--- config.mk ---
export PLATFORM = sky130hd
export DESIGN_NAME = tmr8_timer
export DESIGN_NICKNAME = d
export VERILOG_FILES = /design/src/rtl/tmr8_pkg.sv /design/src/rtl/tmr8_clksel.sv /design/src/rtl/tmr8_core.sv /design/src/rtl/tmr8_timer.sv
export SDC_FILE = /design/constraint.sdc
export NUM_CORES = 1
export LEC_CHECK = 0
export ABC_AREA = 1
export BUFFER_PORTS_ARGS = -buffer_cell sky130_fd_sc_hd__buf_2
export CAP_MARGIN = 20
export CORE_MARGIN = 2
export CORE_UTILIZATION = 40
export CTS_CLUSTER_DIAMETER = 150
export DETAILED_ROUTE_END_ITERATION = 8
export SLEW_MARGIN = 20
export SYNTH_ARGS = -nofsm -noshare
export SYNTH_HDL_FRONTEND = slang
export SYNTH_SLANG_ARGS = --single-unit
export TNS_END_PERCENT = 50
--- constraint.sdc ---
create_clock -name clk -period 2.03 [get_ports clk]
set_input_delay 0.3045 -clock clk [delete_from_list [all_inputs] [get_ports clk]]
set_output_delay 0.3045 -clock clk [all_outputs]
set_load 0.1 [all_outputs]
--- src/rtl/tmr8_pkg.sv ---
package tmr8_pkg;

    localparam int CW = 8;
    localparam int PW = 10;

    typedef enum logic [1:0] {
        MODE_OVF   = 2'b00,
        MODE_RLD   = 2'b01,
        MODE_PWM   = 2'b10,
        MODE_RSVD  = 2'b11
    } mode_e;

    typedef enum logic [1:0] {
        ADDR_CTRL  = 2'd0,
        ADDR_COUNT = 2'd1,
        ADDR_CMP   = 2'd2,
        ADDR_STAT  = 2'd3
    } addr_e;

    typedef struct packed {
        logic       async_sel;
        mode_e      mode;
        logic [2:0] csel;
    } ctrl_t;

    typedef struct packed {
        logic ovf;
        logic cmp;
    } evt_t;

    // Low-bit mask of the prescaler that must be all ones for a tick.
    function automatic logic [PW-1:0] div_mask(input logic [2:0] sel);
        case (sel)
            3'd2:    div_mask = PW'(7);
            3'd3:    div_mask = PW'(31);
            3'd4:    div_mask = PW'(63);
            3'd5:    div_mask = PW'(127);
            3'd6:    div_mask = PW'(255);
            3'd7:    div_mask = PW'(1023);
            default: div_mask = '0;
        endcase
    endfunction

endpackage

--- src/rtl/tmr8_clksel.sv ---
module tmr8_clksel
    import tmr8_pkg::*;
#(
    parameter int SYNC_STAGES = 2
) (
    input  logic       clk,
    input  logic       rst,
    input  logic       async_clk,
    input  logic       async_sel,
    input  logic [2:0] csel,
    output logic       tick
);
    localparam int SL = SYNC_STAGES;

    logic [SL:0]    sync_q;
    logic [PW-1:0]  pre_q;
    logic [PW-1:0]  mask;
    logic           rise;
    logic           running;
    logic           step;

    always_ff @(posedge clk) begin
        if (rst) sync_q <= '0;
        else     sync_q <= {sync_q[SL-1:0], async_clk};
    end

    assign rise    = sync_q[SL-1] & ~sync_q[SL];
    assign running = (csel != 3'd0);
    assign step    = running && (async_sel ? rise : 1'b1);
    assign mask    = div_mask(csel);
    assign tick    = step && ((pre_q & mask) == mask);

    always_ff @(posedge clk) begin
        if (rst || !running) pre_q <= '0;
        else if (step)       pre_q <= pre_q + 1'b1;
    end

endmodule

--- src/rtl/tmr8_core.sv ---
module tmr8_core
    import tmr8_pkg::*;
(
    input  logic          clk,
    input  logic          rst,
    input  logic          tick,
    input  mode_e         mode,
    input  logic [CW-1:0] cmp_val,
    input  logic          cnt_we,
    input  logic [CW-1:0] cnt_wdata,
    output logic [CW-1:0] count,
    output logic          oc,
    output evt_t          evt
);
    localparam logic [CW-1:0] TOP    = '1;
    localparam logic [CW-1:0] BOTTOM = '0;

    logic [CW-1:0] cnt_q, cnt_d;
    logic [CW-1:0] act_q, act_d;
    logic          up_q, up_d;
    logic          oc_q, oc_d;
    logic [CW-1:0] cmp_use;
    logic          match;

    assign cmp_use = (mode == MODE_PWM) ? act_q : cmp_val;
    assign match   = tick && (cnt_q == cmp_use);

    always_comb begin
        cnt_d   = cnt_q;
        up_d    = (mode == MODE_PWM) ? up_q : 1'b1;
        oc_d    = oc_q;
        act_d   = (mode == MODE_PWM) ? act_q : cmp_val;
        evt     = '0;
        if (cnt_we) begin
            cnt_d = cnt_wdata;
        end else if (tick) begin
            case (mode)
                MODE_RLD: begin
                    if (match) begin
                        cnt_d   = BOTTOM;
                        evt.cmp = 1'b1;
                        oc_d    = ~oc_q;
                    end else begin
                        cnt_d   = cnt_q + 1'b1;
                        evt.ovf = (cnt_q == TOP);
                    end
                end
                MODE_PWM: begin
                    if (match) begin
                        evt.cmp = 1'b1;
                        oc_d    = ~up_q;
                    end
                    if (up_q) begin
                        if (cnt_q == TOP) begin
                            cnt_d = TOP - 1'b1;
                            up_d  = 1'b0;
                            act_d = cmp_val;
                        end else begin
                            cnt_d = cnt_q + 1'b1;
                        end
                    end else begin
                        if (cnt_q == BOTTOM) begin
                            cnt_d   = BOTTOM + 1'b1;
                            up_d    = 1'b1;
                            evt.ovf = 1'b1;
                        end else begin
                            cnt_d = cnt_q - 1'b1;
                        end
                    end
                end
                default: begin
                    cnt_d   = cnt_q + 1'b1;
                    evt.ovf = (cnt_q == TOP);
                    evt.cmp = match;
                end
            endcase
        end
    end

    always_ff @(posedge clk) begin
        if (rst) begin
            cnt_q <= '0;
            act_q <= '0;
            up_q  <= 1'b1;
            oc_q  <= 1'b0;
        end else begin
            cnt_q <= cnt_d;
            act_q <= act_d;
            up_q  <= up_d;
            oc_q  <= oc_d;
        end
    end

    assign count = cnt_q;
    assign oc    = oc_q;

endmodule

--- src/rtl/tmr8_timer.sv ---
module tmr8_timer
    import tmr8_pkg::*;
#(
    parameter int SYNC_STAGES = 2
) (
    input  logic          clk,
    input  logic          rst,
    input  logic          async_clk,
    input  logic          wr_en,
    input  logic [1:0]    wr_addr,
    input  logic [CW-1:0] wr_data,
    input  logic [1:0]    rd_addr,
    output logic [CW-1:0] rd_data,
    output logic          oc_out,
    output logic          irq_ovf,
    output logic          irq_cmp
);
    ctrl_t         ctrl_q;
    logic [CW-1:0] cmp_q;
    logic [CW-1:0] count_q;
    logic          flag_ovf_q, flag_cmp_q;
    logic          mask_ovf_q, mask_cmp_q;
    logic          tick;
    logic          cnt_we;
    logic          stat_we;
    evt_t          evt;

    assign cnt_we  = wr_en && (wr_addr == ADDR_COUNT);
    assign stat_we = wr_en && (wr_addr == ADDR_STAT);

    tmr8_clksel #(.SYNC_STAGES(SYNC_STAGES)) clksel_i (
        .clk       (clk),
        .rst       (rst),
        .async_clk (async_clk),
        .async_sel (ctrl_q.async_sel),
        .csel      (ctrl_q.csel),
        .tick      (tick)
    );

    tmr8_core core_i (
        .clk       (clk),
        .rst       (rst),
        .tick      (tick),
        .mode      (ctrl_q.mode),
        .cmp_val   (cmp_q),
        .cnt_we    (cnt_we),
        .cnt_wdata (wr_data),
        .count     (count_q),
        .oc        (oc_out),
        .evt       (evt)
    );

    always_ff @(posedge clk) begin
        if (rst) begin
            ctrl_q     <= '0;
            cmp_q      <= '0;
            flag_ovf_q <= 1'b0;
            flag_cmp_q <= 1'b0;
            mask_ovf_q <= 1'b0;
            mask_cmp_q <= 1'b0;
        end else begin
            if (wr_en && wr_addr == ADDR_CTRL) ctrl_q <= ctrl_t'(wr_data[5:0]);
            if (wr_en && wr_addr == ADDR_CMP)  cmp_q  <= wr_data;
            if (stat_we) begin
                mask_ovf_q <= wr_data[4];
                mask_cmp_q <= wr_data[5];
            end
            flag_ovf_q <= evt.ovf | (flag_ovf_q & ~(stat_we & wr_data[0]));
            flag_cmp_q <= evt.cmp | (flag_cmp_q & ~(stat_we & wr_data[1]));
        end
    end

    always_comb begin
        case (addr_e'(rd_addr))
            ADDR_CTRL:  rd_data = {{(CW-6){1'b0}}, ctrl_q};
            ADDR_COUNT: rd_data = count_q;
            ADDR_CMP:   rd_data = cmp_q;
            default:    rd_data = {2'b00, mask_cmp_q, mask_ovf_q, 2'b00, flag_cmp_q, flag_ovf_q};
        endcase
    end

    assign irq_ovf = flag_ovf_q & mask_ovf_q;
    assign irq_cmp = flag_cmp_q & mask_cmp_q;

endmodule

### Word level (Yosys, flattened, before mapping)

Index checks and enable logic that the tools add are counted.

| word-level totals | value |
|---|---|
| bits in registers | 49 |
| latch bits | 0 |
| bits in writable memories | 0 |
| ROM bits | 0 |
| input bits | 16 |
| output and inout bits | 11 |
| memories kept | 0 |

| operators by class | value |
|---|---|
| add/subtract/negate cells | 3 |
| multipliers | 0 |
| divide/modulo/power cells | 0 |
| $lt $le $gt $ge | 0 |
| eq/ne operators | 18 |
| shift operators | 0 |
| mux-type cells | 33 |
| bitwise logic cells | 16 |
| reduce and logical (&&, ||, !) cells | 16 |

Operators with widths:

| kind | count |
|---|---|
| 2-to-1 mux 8 bit | 12 |
| case mux 10 bit (6 select lines) | 1 |
| case mux 8 bit (3 select lines) | 1 |
| case mux 8 bit (2 select lines) | 1 |
| 2-to-1 mux 1 bit | 14 |
| equality test 3 bit (second input constant) | 4 |
| adder 10 x 1 -> 10 bit (second input constant) | 1 |
| bitwise AND 10 bit | 1 |
| equality test 10 bit | 1 |
| adder 8 x 1 -> 8 bit (second input constant) | 1 |
| equality test 2 bit (second input constant) | 4 |
| equality test 8 bit | 1 |
| equality test 8 bit (second input constant) | 1 |
| zero test 8 bit | 1 |
| subtractor 8 x 1 -> 8 bit (second input constant) | 1 |
| bitwise AND 1 bit | 7 |
| logical AND 1 bit | 7 |
| equality test 2 x 1 -> 1 bit (second input constant) | 3 |
| equality test 3 x 2 -> 1 bit (second input constant) | 2 |
| NOT 1 bit | 6 |
| AND reduction 5 bit | 1 |
| zero test 2 bit | 2 |
| 2-to-1 mux 2 bit | 2 |
| inequality test 2 x 1 -> 1 bit (second input constant) | 2 |
| other kinds (7) | 9 |

### Logic depth before layout (Yosys ltp)

| depth | value |
|---|---|
| word-level depth | 11 |
| mapped depth | 17 |
| mapped depth without buffers | 16 |

### Modules after synthesis

A second synthesis with hierarchy kept.

| second synthesis, totals | value |
|---|---|
| cells, all modules | 504 |
| area total of the unflattened synthesis | 3274.4 um2 |

Modules (own cells, without submodules):

| module | instances | cells each | area an instance (um2) | seq. area each (um2) |
|---|---|---|---|---|
| tmr8_core | 1 | 260 | 1594.0 | 360.3 |
| tmr8_timer | 1 | 136 | 919.6 | 360.3 |
| tmr8_clksel | 1 | 108 | 760.7 | 260.2 |

### Least setup slack after synthesis

No wires, ideal clock.

| timing | value |
|---|---|
| path kind | input-to-output |
| start point | input rd_addr[0] |
| end point | output rd_data[4] |
| arrival time | 2.474 ns |
| slack | -0.749 ns |
| cell stages on the path | 2 |
| buffers on the path | 0 |
| cells stage by stage | nand2_1 o21ai_0 |

| between the ends | value |
|---|---|
| longest elaborated chain between the ends | 2 |

Ends and longest elaborated chain:

| element | RTL line | RTL |
|---|---|---|
| start: declaration | tmr8_timer.sv:12 | `input logic [1:0] rd_addr,` |
| equality test 2 bit, or another cell as far along | tmr8_timer.sv:74 | `case (addr_e'(rd_addr))` |
| case mux 8 bit (3 select lines) * | tmr8_timer.sv:74 |  |
| end: declaration | tmr8_timer.sv:13 | `output logic [CW-1:0] rd_data,` |

Mark *: on every way between the ends. The rest lies on a longest branch, timed or not.

### Worst setup path in the final report

| timing | value |
|---|---|
| start point | register core_i.cnt_q[4] (netlist: core_i.count[4]) |
| end point | output rd_data[4] |

| between the ends | value |
|---|---|
| longest elaborated chain between the ends | 1 |

Ends and longest elaborated chain:

| element | RTL line | RTL |
|---|---|---|
| start: declaration | tmr8_core.sv:18 | `logic [CW-1:0] cnt_q, cnt_d;` |
| start signal: assignment | tmr8_core.sv:87 | `cnt_q <= cnt_d;` |
| case mux 8 bit (3 select lines) | tmr8_timer.sv:74 |  |

Every way passes these cells.

==> results.env <==
OUTCOME='finished, final reports clean'
POWER.IR.VDD_WORST_mV=0.343
AREAGROWTHSYNTHTOFINISH_PCT=18.8
MULTI_INPUT_COMB_AREA_SQ_UM=1830
DRT-TOTAL-WL_MM=9.35
LAYOUT.AREA.SEQ_SQ_UM=985
WORST_HOLD_PATH_TYPE='in2reg'
CLOCK_INSERTION_DELAY_WORST_SKEW_NS=0.32
POWER.SWITCHING_mW=0.879
ANT_NETS_AFTER_ROUTE=0
PLACE.GP.CONGESTION=0.959
LAYOUT.CELL_AREA.NON_FILLER_SQ_UM=3710
DP_HPWL_MM=6.97
GRT_START_MAX_NET_PINS=20
YOSYSSEQAREASHARE_PCT=31.4
PLACEABLECOREAREA_SQ_UM=7650
GRT.TOTAL_USAGE_PCT=22.5
HIGHEST_NET_FANOUT_ALONG_THE_WORST_PATH=6
ANTENNA_FOUND_INITIAL=0
LEAKAGE_POWER_TOTAL_nW=1.73
SYNTH-SEQ-CELLS=49
POSTSYNTHNETCOUNT=508
SEQ_POWER_SHARE_PCT=44.9
WORST_SLEW_MARGIN_RELATIVE_TO_ITS_LIMIT_PCT=67.4
SETUP_VIOLATIONS=0
CELLINTERNALPOWER_mW=1.49
FIN_CRIT_NS=1.98
TIMING.CLOCK.SKEW_NS=0.00676
DRTITER0DRC=263
FIN_NETS=545
CRITICAL_PATH_CLASS='reg2out'
IO_BUFFER_COUNT=26
DRIVE_GT1_SHARE_PCT=18.3
FILL_CELLS=803
POWER.SHARE.SWITCHING_PCT=37.1
DIE_AREA_SQ_UM=8530
KIND_OF_START_POINT_OF_THE_CRITICAL_PATH='flop'
TIMING_WORST_SLEW_PIN_VALUE_NS=0.493
FINISH.UTILIZATION_PCT=48.5
WORST_SETUP_PATH_STARTPOINT='core_i.count[4]'
FINAL.PERIOD_UTILIZATION_PCT=97.4
CLK_PIN_SLEW_WORST_PATHS_NS=0.10
FLOORPLAN.INITIALDENSITY_PCT=40.8
SYN_INST=486
PLACED_CELLS=614
SHARE_COMB_OF_TOTAL_POWER_PCT=28.8
P_PER_AREA_nW_PER_UM2=639
MAX_FREQ_MHz=506
TIMING.MAX_CAP.VIOLATIONS=0
CTS.ROOT.BUFFER_CELL='clkbuf_8'
GRT_OVERFLOW=0
FIRST_DRT_PASS_ITERATION_COUNT=5
ANTENNADIODECOUNT=0
SYNTHDISTINCTLIBCELLS=36
CRITICAL_PATH_ARRIVAL_NS=1.67
VIAS_PER_CELL=5.28
REPORT.FINAL.SLEW_VIOL_COUNT=0
NUMBER_OF_CTS_INSERTED_BUFFERS=5
TIMING.CRITICAL_PATH.TO_TYPE='output port'
CLOCK_SINKS=49
GRT_PASS1_VIAS=3185
ROUTE.DETAILED.WL_PER_INST_MICRONS=14.9
WORSTREG2REGSTART='ctrl_q[3]'
STD_CELL_ROWS=32
CTS_HOLD_BUFFERS=0
DETAILROUTE.VIA_COUNT=3307
H-TREE-DEPTH=2
DIEWIDTH_MICRONS=92.4
HOLD_VIOLATIONS=0
CTSLONGESTPATHBUFFERS=2
POWER_FRAC_CLOCK_PCT=26.3
SYN_AVG_CELL_AREA_SQ_UM=6.43
TRITONCTS='built'
GRT_PASS1_WL_MM=15.2
WORST_MIN_PATH_START='async_clk'
SYN-CELL-AREA_SQ_UM=3120
YOSYS_WARNINGS=0
IO_PINS=27
ROUTE.DETAILED.DRC=0
CP.REQUIRED_NS=1.73
INSTANCES_NO_FILL=626
DPL_CELL_AREA_SQ_UM=3510
HEIGHT_OF_THE_DIE_MICRONS=92.4
-- metal layers --
metal / vias up / share of wire [%] / wire length (microns) / global-route usage [%]
li1: 1638 / - / - / -
met1: 1529 / 46 / 4310 / 29.8
met2: 118 / 46 / 4270 / 37.8
met3: 22 / 5.6 / 520 / 3.01
met4: 0 / 2.6 / 244 / 7.34
met5: - / 0 / 0 / 0
-- area by class of cell --
class	count	share of cell area, %
Timing Repair Buffer	44	11.1
Tap cell	102	3.44
Sequential cell	49	26.6
Clock buffer	5	1.86
Clock inverter	3	0.574
Inverter	71	7.25
Multi-Input combinational cell	352	49.3
-- sequential cells by signal (all words and copies together), names as in the netlist --
register and count:
mask_ovf_q 1, clksel_i.sync_q 3, cmp_q 8, flag_ovf_q 1
core_i.count 8, core_i.act_q 8, core_i.up_q 1, mask_cmp_q 1
ctrl_q 6, core_i.oc 1, clksel_i.pre_q 10, flag_cmp_q 1
-- power by group through the flow --
| stage | clock (mW) | sequential, mW | combinational (mW) |
|---|---|---|---|
| 2_1_floorplan | 0 | 1.06 | 0.458 |
| 3_3_place_gp | 0 | 1.08 | 0.624 |
| 3_5_place_dp | 0 | 1.08 | 0.630 |
| 4_1_cts | 0.640 | 1.06 | 0.634 |
| 5_1_grt | 0.670 | 1.07 | 0.749 |
| 6_report | 0.623 | 1.06 | 0.682 |
-- synth_stat cells --
cell | n | area (sq um)
inv_2 | 4 | 15.0
nor2_2 | 4 | 25.0
nand2_4 | 3 | 33.8
clkbuf_1 | 5 | 18.8
a31oi_1 | 3 | 18.8
nor4_1 | 1 | 6.26
o21a_1 | 1 | 7.51
o21ai_0 | 40 | 200
buf_6 | 4 | 45.0
nand2_1 | 126 | 473
inv_1 | 67 | 251
o221ai_1 | 5 | 43.8
o211ai_1 | 1 | 7.51
a21oi_1 | 46 | 230
o21ai_1 | 7 | 35.0
o2111ai_1 | 1 | 8.76
dfxtp_1 | 49 | 981
o21ai_2 | 1 | 8.76
or2_2 | 2 | 12.5
nand3_2 | 4 | 40.0
clkbuf_8 | 1 | 13.8
a21oi_2 | 5 | 43.8
xnor2_1 | 2 | 17.5
buf_4 | 2 | 15.0
nand4_1 | 1 | 6.26
a211oi_1 | 1 | 7.51
o22ai_1 | 4 | 25.0
xor2_1 | 9 | 78.8
buf_2 | 2 | 10.0
nor2_1 | 40 | 150
ha_1 | 6 | 75.1
nand2_2 | 8 | 50.1
nor3_1 | 4 | 20.0
nand3_1 | 24 | 120
nor3_2 | 2 | 20.0
nor3b_1 | 1 | 7.51
-- worst paths after layout --
check / end / slack [ns] / cells after the start
worst max-delay path: rd_data[4] / 0.05 / 5
worst min-delay path: clksel_i.sync_q[0] / 0.19 / 3
worst max register to register: core_i.count[0] / 0.10 / 15
worst min register to register: clksel_i.sync_q[1] / 0.41 / 2
-- metrics by stage --
stage / power [mW] / TNS [ns] / hold WS [ns] / worst slack [ns]
floorplan: 1.52 / -3.06 / 0.388 / -0.749
global placement: 1.71 / 0 / 0.390 / 0.118
detailed placement: 1.71 / 0 / 0.401 / 0.0454
CTS: 2.34 / 0 / 0.191 / 0.0194
global route: 2.49 / -0.0524 / 0.196 / -0.0203
finish: 2.37 / 0 / 0.195 / 0.0518
-- critical path, stage by stage (launching register included) --
cell and delay (ns):
dfxtp_1 0.49, inv_1 0.17, o21ai_0 0.23, a21oi_1 0.08, o21ai_0 0.17, buf_12 0.22
-- repair_timing --
item                                    in CTS  in global routing
gates resized for setup                      1                 17
endpoints found under the setup margin       1                 12
setup buffers                                0                  3
pin swaps                                    0                  4
cloned                                       0                  1
-- cell families (layout without fill, tap and decap cells) --
kind of cell | count (synthesis) | in the layout | synth area share (%)
compound gates | 115 | 115 | 20.4
flops | 49 | 49 | 31.4
buf+inv | 85 | 123 | 11.8
fa+ha+maj | 6 | 6 | 2.40
simple gates | 220 | 220 | 30.9
xor+xnor | 11 | 11 | 3.09
-- cells in the final DEF, fill, tap and decap left out, drive strengths merged, types with 4 or more instances in the layout --
cell      n
a21oi    51
ha        6
nand3    28
nor2     44
o221ai    5
dfxtp    49
xor2      9
o21ai    48
buf      43
clkbuf    6
nor3      6
nand2   137
o22ai     4
inv      72
No activity file was read; power rests on OpenSTA's default activity.
